### src/rtl/bypass_pkg.sv
package bypass_pkg;
  localparam int SEL_W = 2;

  typedef enum logic [SEL_W-1:0] {
    SEL_RF  = 2'b00,
    SEL_WB  = 2'b01,
    SEL_EXM = 2'b10
  } fwd_sel_e;
endpackage

### src/rtl/ex_src_latch.sv
module ex_src_latch #(
  parameter int AW   = 5,
  parameter int NSRC = 2
) (
  input  logic                     clk,
  input  logic                     rst_n,
  input  logic                     en,
  input  logic                     clr,
  input  logic [NSRC-1:0][AW-1:0]  src_d,
  output logic [NSRC-1:0][AW-1:0]  src_q
);
  logic [NSRC-1:0][AW-1:0] src_nxt;

  // a bubble carries register 0 everywhere so it can never match
  always_comb begin
    if (clr) src_nxt = '0;
    else     src_nxt = src_d;
  end

  always_ff @(posedge clk or negedge rst_n) begin
    if (!rst_n)  src_q <= '0;
    else if (en) src_q <= src_nxt;
  end
endmodule

### src/rtl/operand_sel.sv
module operand_sel
  import bypass_pkg::*;
#(
  parameter int AW = 5
) (
  input  logic [AW-1:0] src,
  input  logic [AW-1:0] exm_rd,
  input  logic          exm_wen,
  input  logic [AW-1:0] mwb_rd,
  input  logic          mwb_wen,
  output fwd_sel_e      sel_o
);
  logic src_live;
  logic hit_exm;
  logic hit_mwb;

  always_comb begin
    src_live = (src != '0);
    hit_exm  = src_live && exm_wen && (exm_rd == src);
    hit_mwb  = src_live && mwb_wen && (mwb_rd == src);
    // newer result sits in the execute/memory latch
    if (hit_exm)      sel_o = SEL_EXM;
    else if (hit_mwb) sel_o = SEL_WB;
    else              sel_o = SEL_RF;
  end
endmodule

### src/rtl/load_use_detect.sv
module load_use_detect #(
  parameter int AW   = 5,
  parameter int NSRC = 2
) (
  input  logic [NSRC-1:0][AW-1:0] id_src,
  input  logic [AW-1:0]           ex_rd,
  input  logic                    ex_wen,
  input  logic                    ex_load,
  output logic                    stall_o
);
  logic any_hit;

  always_comb begin
    any_hit = 1'b0;
    for (int i = 0; i < NSRC; i++) begin
      if (id_src[i] == ex_rd) any_hit = 1'b1;
    end
    stall_o = ex_load && ex_wen && (ex_rd != '0) && any_hit;
  end
endmodule

### src/rtl/bypass_ctrl.sv
module bypass_ctrl
  import bypass_pkg::*;
#(
  parameter int REG_AW = 5
) (
  input  logic              clk,
  input  logic              rst_n,
  input  logic [REG_AW-1:0] id_rs1,
  input  logic [REG_AW-1:0] id_rs2,
  input  logic [REG_AW-1:0] idex_rd,
  input  logic              idex_wen,
  input  logic              idex_load,
  input  logic [REG_AW-1:0] exmem_rd,
  input  logic              exmem_wen,
  input  logic [REG_AW-1:0] memwb_rd,
  input  logic              memwb_wen,
  output logic [SEL_W-1:0]  sel_a,
  output logic [SEL_W-1:0]  sel_b,
  output logic              lu_stall
);
  localparam int NSRC = 2;

  logic [NSRC-1:0][REG_AW-1:0] id_src;
  logic [NSRC-1:0][REG_AW-1:0] ex_src;
  fwd_sel_e                    op_sel [NSRC];
  logic                        stall_w;

  assign id_src = {id_rs2, id_rs1};

  load_use_detect #(.AW(REG_AW), .NSRC(NSRC)) u_lud (
    .id_src  (id_src),
    .ex_rd   (idex_rd),
    .ex_wen  (idex_wen),
    .ex_load (idex_load),
    .stall_o (stall_w)
  );

  ex_src_latch #(.AW(REG_AW), .NSRC(NSRC)) u_lat (
    .clk   (clk),
    .rst_n (rst_n),
    .en    (1'b1),
    .clr   (stall_w),
    .src_d (id_src),
    .src_q (ex_src)
  );

  for (genvar g = 0; g < NSRC; g++) begin : g_op
    operand_sel #(.AW(REG_AW)) u_sel (
      .src     (ex_src[g]),
      .exm_rd  (exmem_rd),
      .exm_wen (exmem_wen),
      .mwb_rd  (memwb_rd),
      .mwb_wen (memwb_wen),
      .sel_o   (op_sel[g])
    );
  end

  assign sel_a    = op_sel[0];
  assign sel_b    = op_sel[1];
  assign lu_stall = stall_w;
endmodule

### config.mk
export PLATFORM = sky130hd
export DESIGN_NAME = bypass_ctrl
export DESIGN_NICKNAME = d
export VERILOG_FILES = /design/src/rtl/bypass_pkg.sv /design/src/rtl/ex_src_latch.sv /design/src/rtl/operand_sel.sv /design/src/rtl/load_use_detect.sv /design/src/rtl/bypass_ctrl.sv
export SDC_FILE = /design/constraint.sdc
export NUM_CORES = 1
export LEC_CHECK = 0
export BUFFER_PORTS_ARGS = -buffer_cell sky130_fd_sc_hd__buf_2
export CAP_MARGIN = 20
export CORE_MARGIN = 2
export CORE_UTILIZATION = 25
export CTS_CLUSTER_SIZE = 30
export DETAILED_ROUTE_END_ITERATION = 12
export PLACE_DENSITY = 0.59
export REMOVE_ABC_BUFFERS = 1
export SLEW_MARGIN = 15
export SYNTH_ARGS = -nofsm -noshare
export SYNTH_HDL_FRONTEND = slang
export SYNTH_SLANG_ARGS = --single-unit
export TNS_END_PERCENT = 100
### constraint.sdc
create_clock -name clk -period 1.9 [get_ports clk]
set_input_delay 0.19 -clock clk [delete_from_list [all_inputs] [get_ports clk]]
set_output_delay 0.19 -clock clk [all_outputs]
set_load 0.02 [all_outputs]
Word-level counts from Yosys, hierarchy flattened --
Index checks and enable logic that the tools add are counted.
Word-level totals: register bits after elaboration 10, bits in latches 0, memory bits (writable) 0, ROM bits 0, bits of input ports 31, output and inout bits 5, word-level logic and storage cells 29, memories kept 0
Cells by class: $add $sub $neg 0, $mul 0, div/mod/pow operators 0, magnitude comparators 0, eq/ne operators 6, shift operators 0, muxes and demuxes 7, bitwise logic cells 0, reduce and logical (&&, ||, !) cells 14
Operators with widths (count):
- 5-bit equality test | 6
- 5-bit nonzero test | 3
- 1-bit logical AND | 11
- 10-bit two-way mux | 1
- 1-bit two-way mux | 4
- 2-bit two-way mux | 2

Logic depth before layout (Yosys ltp) --
Gate-level depths: netlist of the first run.
word-level depth 5, depth in mapped cells 5, mapped depth without buffers 4

By module --
Synthesis of the first run repeated with hierarchy kept, for this count alone.
Second synthesis, totals: cells, all modules 98, area, all modules 860.8 um^2
Modules (own cells, without submodules):
- ex_src_latch | times used 1, cells an instance 42, area each 431.7 um^2, sequential area each 250.2 um^2
- operand_sel | times used 2, cells an instance 19, area each 146.4 um^2, sequential area each 0.0 um^2
- load_use_detect | times used 1, cells an instance 17, area each 132.6 um^2, sequential area each 0.0 um^2
- bypass_ctrl | times used 1, cells an instance 1, area each 3.8 um^2, sequential area each 0.0 um^2

Worst setup path after synthesis of the first run --
Ideal clock, no wire load.
path kind register to output, start point register u_lat.src_q[0] in the netlist's numbering, end point output port sel_a[0], data arrival time 1.606 ns, required time 1.710 ns, slack 0.104 ns, stages on the path, launching flop included 5, path buffers 0, cells stage by stage dfrtp_1 > or4_4 > nor2_4 > nor4_2 > nor4_2
Between the ends: elaborated cells on any way between the ends 9, those cells by class eq/ne (2); mux (2); reduce/logical (5)
RTL lines:
- start: declaration | line ex_src_latch.sv:10 | output logic [NSRC-1:0][AW-1:0] src_q
- start signal: assignment | line ex_src_latch.sv:22 | else if (en) src_q <= src_nxt;
- 5-bit nonzero test | line operand_sel.sv:18 | src_live = (src != '0);
- 1-bit logical AND | line operand_sel.sv:19 | hit_exm = src_live && exm_wen && (exm_rd == src);
- 1-bit logical AND * | line operand_sel.sv:19
- via g_op[0].u_sel.hit_exm | line operand_sel.sv:14 | logic hit_exm;
- 2-bit two-way mux * | line operand_sel.sv:22 | if (hit_exm) sel_o = SEL_EXM;
- end: declaration | line bypass_ctrl.sv:17 | output logic [SEL_W-1:0] sel_a,
The timed path passes the listed nets; every way through them passes the cells marked *.

Final worst setup path of the first run --
start point register u_lat.src_q[0] in the netlist's numbering, end point output port sel_a[0]
Between the ends: cells in the longest elaborated chain, start to end 5, elaborated cells on any way between the ends 9, those cells by class eq/ne (2); mux (2); reduce/logical (5)
RTL lines:
- 5-bit nonzero test | line operand_sel.sv:18
- 1-bit logical AND (2 in series) | line operand_sel.sv:20 | hit_mwb = src_live && mwb_wen && (mwb_rd == src);
- 1-bit two-way mux | line operand_sel.sv:23 | else if (hit_mwb) sel_o = SEL_WB;
- 2-bit two-way mux * | line operand_sel.sv:22
Every way passes the cells marked *; elsewhere a longest branch is shown, timed or not.

==> flow_summary.ini, run 1 <==
[worst_setup_path]
crit_chain = or4_4 -> nor2_4 -> nor4_2 -> nor4_2 -> buf_4
slowest_stage = or4_4
crit_arrival_ns = 1.76
critPathCapture = sel_a[0]
critPathLaunch = u_lat.src_q[0]$_DFF_PN0_
cp_common_cell = nor4_2
max_stage_delay_ns = 0.55
endpoint_kind = output port
startpoint_type = register
required_ns = 1.71
critPathKind = reg -> out
path_max_fanout = 2

[global_routing]
grt_pass1_vias = 717
grtUsageTotal_pct = 11.0
antenna_found_initial = 0
grt_pass1_wl_microns = 2900
grt_max_degree = 11
grt-ovfl-total = 0

[synth]
yosys.area_share.adder_pct = 0
synth_edf_count = 0
synth_top_family_by_area = XOR/XNOR gates
post_synth_xor_area_fraction_pct = 33.2
syn_inst = 76
synthTopCellsByArea = dfrtp_1 (32%), xnor2_1 (29%), a21boi_1 (9.5%), nor4_2 (6.3%), xor2_1 (4.4%)
ys_seq_area_share_pct = 31.6
synth_top_cell_area_share_pct = 31.6
synthTopCellsByCount = xnor2_1 (26), a21boi_1 (10), dfrtp_1 (10)
ys_types = 17
ys_ff_latch = 10
synth_compound_area_share_pct = 11.5
yosysMostFrequentCell = xnor2_1
ys.flop_type = dfrtp_1
synth-simple-area-share_pct = 19.9
synthArstFlopShare_pct = 100
yosysWarnings = 0
synthesis.area_sq_um = 792
synth.area.mux_share_pct = 0
avgSynthCellArea_sq_um = 10.4
yosys.area.top_type = dfrtp_1

[finish]
final_cell_area_sq_um = 1100
syn_to_final_growth_pct = 38.5
largest_reg_flops = 10
multi_input_area_sq_um = 512
seq_area_sq_um = 250
top_regs = u_lat.src_q x10
fill_cells = 325
postLayoutCoreUtil_pct = 36.2
regMostFlops = u_lat.src_q
diodes = 0
drive_above_1_share_pct = 45.8
final_nets = 153

[timing]
fmax_mhz = 513
setup_viol = 1
period_share_pct = 103
min_period_ns = 1.95
fin_setup_tns_ns = -0.0507
grt_setup_unrepaired = yes
hold_viol = 0
timing.hold.ws_ns = 0.215
slew_headroom_pct = 80.9
maxSlewViolCount = 0
max_slew.worst_pin.slew_ns = 0.283
finalWorstSetupSlack_ns = -0.0507

[outcome]
status = finished, violations left
violations = negative setup slack

[flow_run]
cap_violations = 0

[detailed_routing]
drt_first_iter_violations = 24
ant_nets = 0
routed_via_density = 4.22
vias = 692
dr.pass1.iters = 2
routed_wl_microns = 1810
wl_per_cell_microns = 11.1
drc = 0

[floorplanning]
design.die.area_sq_um = 3630
initial_core_util_pct = 26.2
die_w_microns = 60.3
core_region_area_sq_um = 3030
dieHeight_microns = 60.3
pin_count = 36
rows = 20

[cts]
cts_sinks = 10
h-tree-depth = 1
numCtsBuffers = 3
root_buffer = clkbuf_4
cts_tree = yes
clkTransAtPathRegs_ns = 0.05
cts_buffer_depth = 2

[placement]
dpl_cell_area_sq_um = 1010
dp_hpwl_microns = 1590
place_congestion = 0.854
port_buffers = 35

[power]
cellLeakagePower_nw = 0.460
power.density_nw_per_um2 = 489
peakVddDrop_v = 0.000116

[worst_hold_path]
hold_path.class = in -> reg
per-layer routing:
layer	global-route usage, %	part of all wire [%]	routed length (microns)	up-vias
met1	12.1	40	721	312
li1	-	-	-	352
met4	6.67	0	0	0
met2	19.7	53	968	28
met3	1.30	6.8	123	0
met5	0	0	0	-
power by group:
group	total, mW	switching, mW	internal, mW
registers	0.239	0.0131	0.226
logic	0.173	0.0778	0.0957
clock network	0.125	0.0527	0.0720
cell usage in the layout, fill, tap and decap left out:
master         synthesis  routed
buf_2                  0      33
xnor2_1               26      26
buf_4                  2      11
a21boi_1              10      10
dfrtp_1               10      10
xor2_1                 4       4
nand4_1                4       4
nor4_2                 4       4
nand2_1                4       4
clkbuf_4               0       3
or4_4                  2       2
nor2_4                 2       2
nand3_1                2       2
o22ai_1                1       1
or3_1                  1       1
o311a_1                1       1
and2_1                 1       1
dlygate4sd3_1          0       1
cell families (layout without fill, tap and decap cells):
family                    Yosys count  count (layout)
AOI/OAI and AO/OA                  12              12
xor gates and xnor gates           30              30
buffers and inverters               4              48
DFF                                10              10
and+or+nand+nor                    20              20
area by class of cell:
class / instances / area share (%)
Multi-Input combinational cell: 62 / 46.6
Sequential cell: 10 / 22.8
Clock buffer: 3 / 2.05
Timing Repair Buffer: 45 / 23.5
Tap cell: 44 / 5.02
critical path, delay by kind of cell (launching register included):
| kind | cells | cell delay (ns) |
|---|---|---|
| AND/OR/NAND/NOR | 4 | 0.96 |
| flip-flops | 1 | 0.39 |
| buffers and inverters | 1 | 0.18 |
worst min-delay path by stage:
stage,start,end,slack [ns],cells after the start
floorplan,rst_n,u_lat.src_q[0]$_DFF_PN0_,-0.11,0
finish,id_rs1[4],u_lat.src_q[4]$_DFF_PN0_,0.22,2
global route,id_rs2[0],u_lat.src_q[5]$_DFF_PN0_,0.21,2
global placement,rst_n,u_lat.src_q[0]$_DFF_PN0_,0.05,1
detailed placement,rst_n,u_lat.src_q[0]$_DFF_PN0_,0.05,1
CTS,id_rs1[4],u_lat.src_q[4]$_DFF_PN0_,0.21,2
timing repair:
action / 4_1_cts / 5_1_grt
setup buffers: 6 / 1
setup endpoints to repair: 2 / 2
hold endpoints to repair: 10 / 0
pin swaps: 0 / 3
hold buffers: 1 / 0
resized for setup: 0 / 2
metrics by stage:
stage	power, mW	cells	setup WS, ns
after floorplan	0.333	72	0.0604
after global placement	0.401	153	0.167
after detailed placement	0.404	153	0.154
after CTS	0.546	163	-0.0710
after global routing	0.577	164	-0.159
final	0.537	164	-0.0507
(Power assumes the default switching activity.)
==> run 2: changes to the inputs <==
==> constraint.sdc (replaced) <==
create_clock -name clk -period 1.9 [get_ports clk]
set_input_delay 0.095 -clock clk [delete_from_list [all_inputs] [get_ports clk]]
set_output_delay 0.095 -clock clk [all_outputs]
set_load 0.02 [all_outputs]
==> run 2 against run 1 <==
The run now ends clean. Total power increased by 0.77%. Setup slack improved by 0.14 ns. Sequential share of layout area increased by 0.32 points. Via count decreased by 0.14%. Combinational power about the same. Global-route usage increased by 0.77 points. Core utilization decreased by 0.50 points. Non-clock buffer count decreased by 2. Count of clock-buffer cells in the layout unchanged. Wire length increased by 2.6%. Critical endpoint is now sel_b[0].
==> flow_summary.ini, run 2 (synthesis results as in run 1) <==
[outcome]
status = complete, no violations

[power]
p_total_mw = 0.541
sequentialPowerShare_pct = 44.1
internal-power_mw = 0.392
p_clk_share_pct = 23.9
power_frac_comb_pct = 32.0
cellLeakagePower_nw = 0.450
peakVddDrop_v = 0.000119
swShare_pct = 27.6
power.density_nw_per_um2 = 500
switching_power_mw = 0.149

[timing]
min_period_ns = 1.81
slew_headroom_pct = 77.1
maxSlewViolCount = 0
grt_setup_unrepaired = yes
timing.hold.ws_ns = 0.116
setup_viol = 0
period_share_pct = 95.4
fmax_mhz = 552
fin_setup_tns_ns = 0
max_slew.worst_pin.slew_ns = 0.343
hold_viol = 0

[finish]
layout_common_cells = buf_2 (33), xnor2_1 (26), a21boi_1 (10), dfrtp_1 (10), buf_4 (9)
top_regs = u_lat.src_q x10
final_cell_area_sq_um = 1080
final_common_cell = buf_2
fill_cells = 314
postLayoutCoreUtil_pct = 35.7
regMostFlops = u_lat.src_q
syn_to_final_growth_pct = 36.7
final_nets = 151
diodes = 0
largest_reg_flops = 10
drive_above_1_share_pct = 44.9

[global_routing]
grtUsageTotal_pct = 11.7
grt-ovfl-total = 0
grt_pass1_vias = 697
grt_pass1_wl_microns = 3010
grt_max_degree = 12
antenna_found_initial = 0

[detailed_routing]
routed_via_density = 4.27
routed_wl_microns = 1860
drc = 0
drt_first_iter_violations = 16
vias = 691
ant_nets = 0
wl_per_cell_microns = 11.5
dr.pass1.iters = 4

[floorplanning]
core_region_area_sq_um = 3030
die_w_microns = 60.3
pin_count = 36
dieHeight_microns = 60.3
initial_core_util_pct = 26.2
design.die.area_sq_um = 3630
rows = 20

[worst_setup_path]
path_max_fanout = 2
startpoint_type = register
endpoint_kind = output port
required_ns = 1.80
critPathKind = reg -> out
crit_arrival_ns = 1.72

[cts]
clkTransAtPathRegs_ns = 0.05
cts_sinks = 10
root_buffer = clkbuf_4
cts_buffer_depth = 2
numCtsBuffers = 3
cts_tree = yes
h-tree-depth = 1

[placement]
port_buffers = 35
dpl_cell_area_sq_um = 1000
place_congestion = 0.882
dp_hpwl_microns = 1570

[worst_hold_path]
hold_depth = 2
hold_path.class = in -> reg

[flow_run]
cap_violations = 0
[run 2: cell count changes in the layout (fill, tap and decap cells not counted)]
| cell | previous run | this run |
|---|---|---|
| buf_4 | 11 | 9 |
[run 2: worst paths after layout]
path                                           from                       end
hold / removal                            id_rs1[4]  u_lat.src_q[4]$_DFF_PN0_
max in group asynchronous                     rst_n  u_lat.src_q[8]$_DFF_PN0_
setup / recovery           u_lat.src_q[7]$_DFF_PN0_                  sel_b[0]
min in group asynchronous                     rst_n  u_lat.src_q[2]$_DFF_PN0_
[run 2: per-layer routing]
metal / global-route usage [%] / part of all wire [%]
met5: 0 / 0
met2: 20.2 / 52
met4: 8.57 / 1.5
met1: 13.0 / 40
met3: 1.52 / 6.7
[run 2: repair_timing]
action                                  in CTS  in global routing
endpoints found under the setup margin       2                  2
pin swaps                                    0                  3
hold buffers                                 1                  0
hold endpoints to repair                    10                  0
buffers inserted                             5                  1
resized for setup                            0                  2
[run 2: stage by stage]
stage,instances,worst slack [ns]
detailed placement,152,0.242
finish,162,0.0879
floorplan,72,0.155
CTS,161,0.00946
global placement,152,0.261
global route,162,-0.0427
[run 2: critical path: stages, from the launching register on]
cell     delay (ns)
dfrtp_1        0.37
or4_4          0.54
nor2_4         0.12
nor4_2         0.06
nor4_2         0.20
buf_4          0.18
[run 2: power by group through the flow]
stage,Sequential (mW),Clock (mW),Combinational (mW)
global placement,0.246,0,0.153
floorplan,0.243,0,0.0904
finish,0.239,0.130,0.173
CTS,0.239,0.139,0.172
detailed placement,0.247,0,0.156
global route,0.240,0.148,0.191
[run 2: cell type report]
cell class                 instances  area [sq um]  area share (%)
clock buffer                       3          22.5            2.08
multi-input combinational         62           512            47.3
sequential                        10           250            23.1
tap                               44          55.1            5.09
timing repair buffer              43           243            22.4
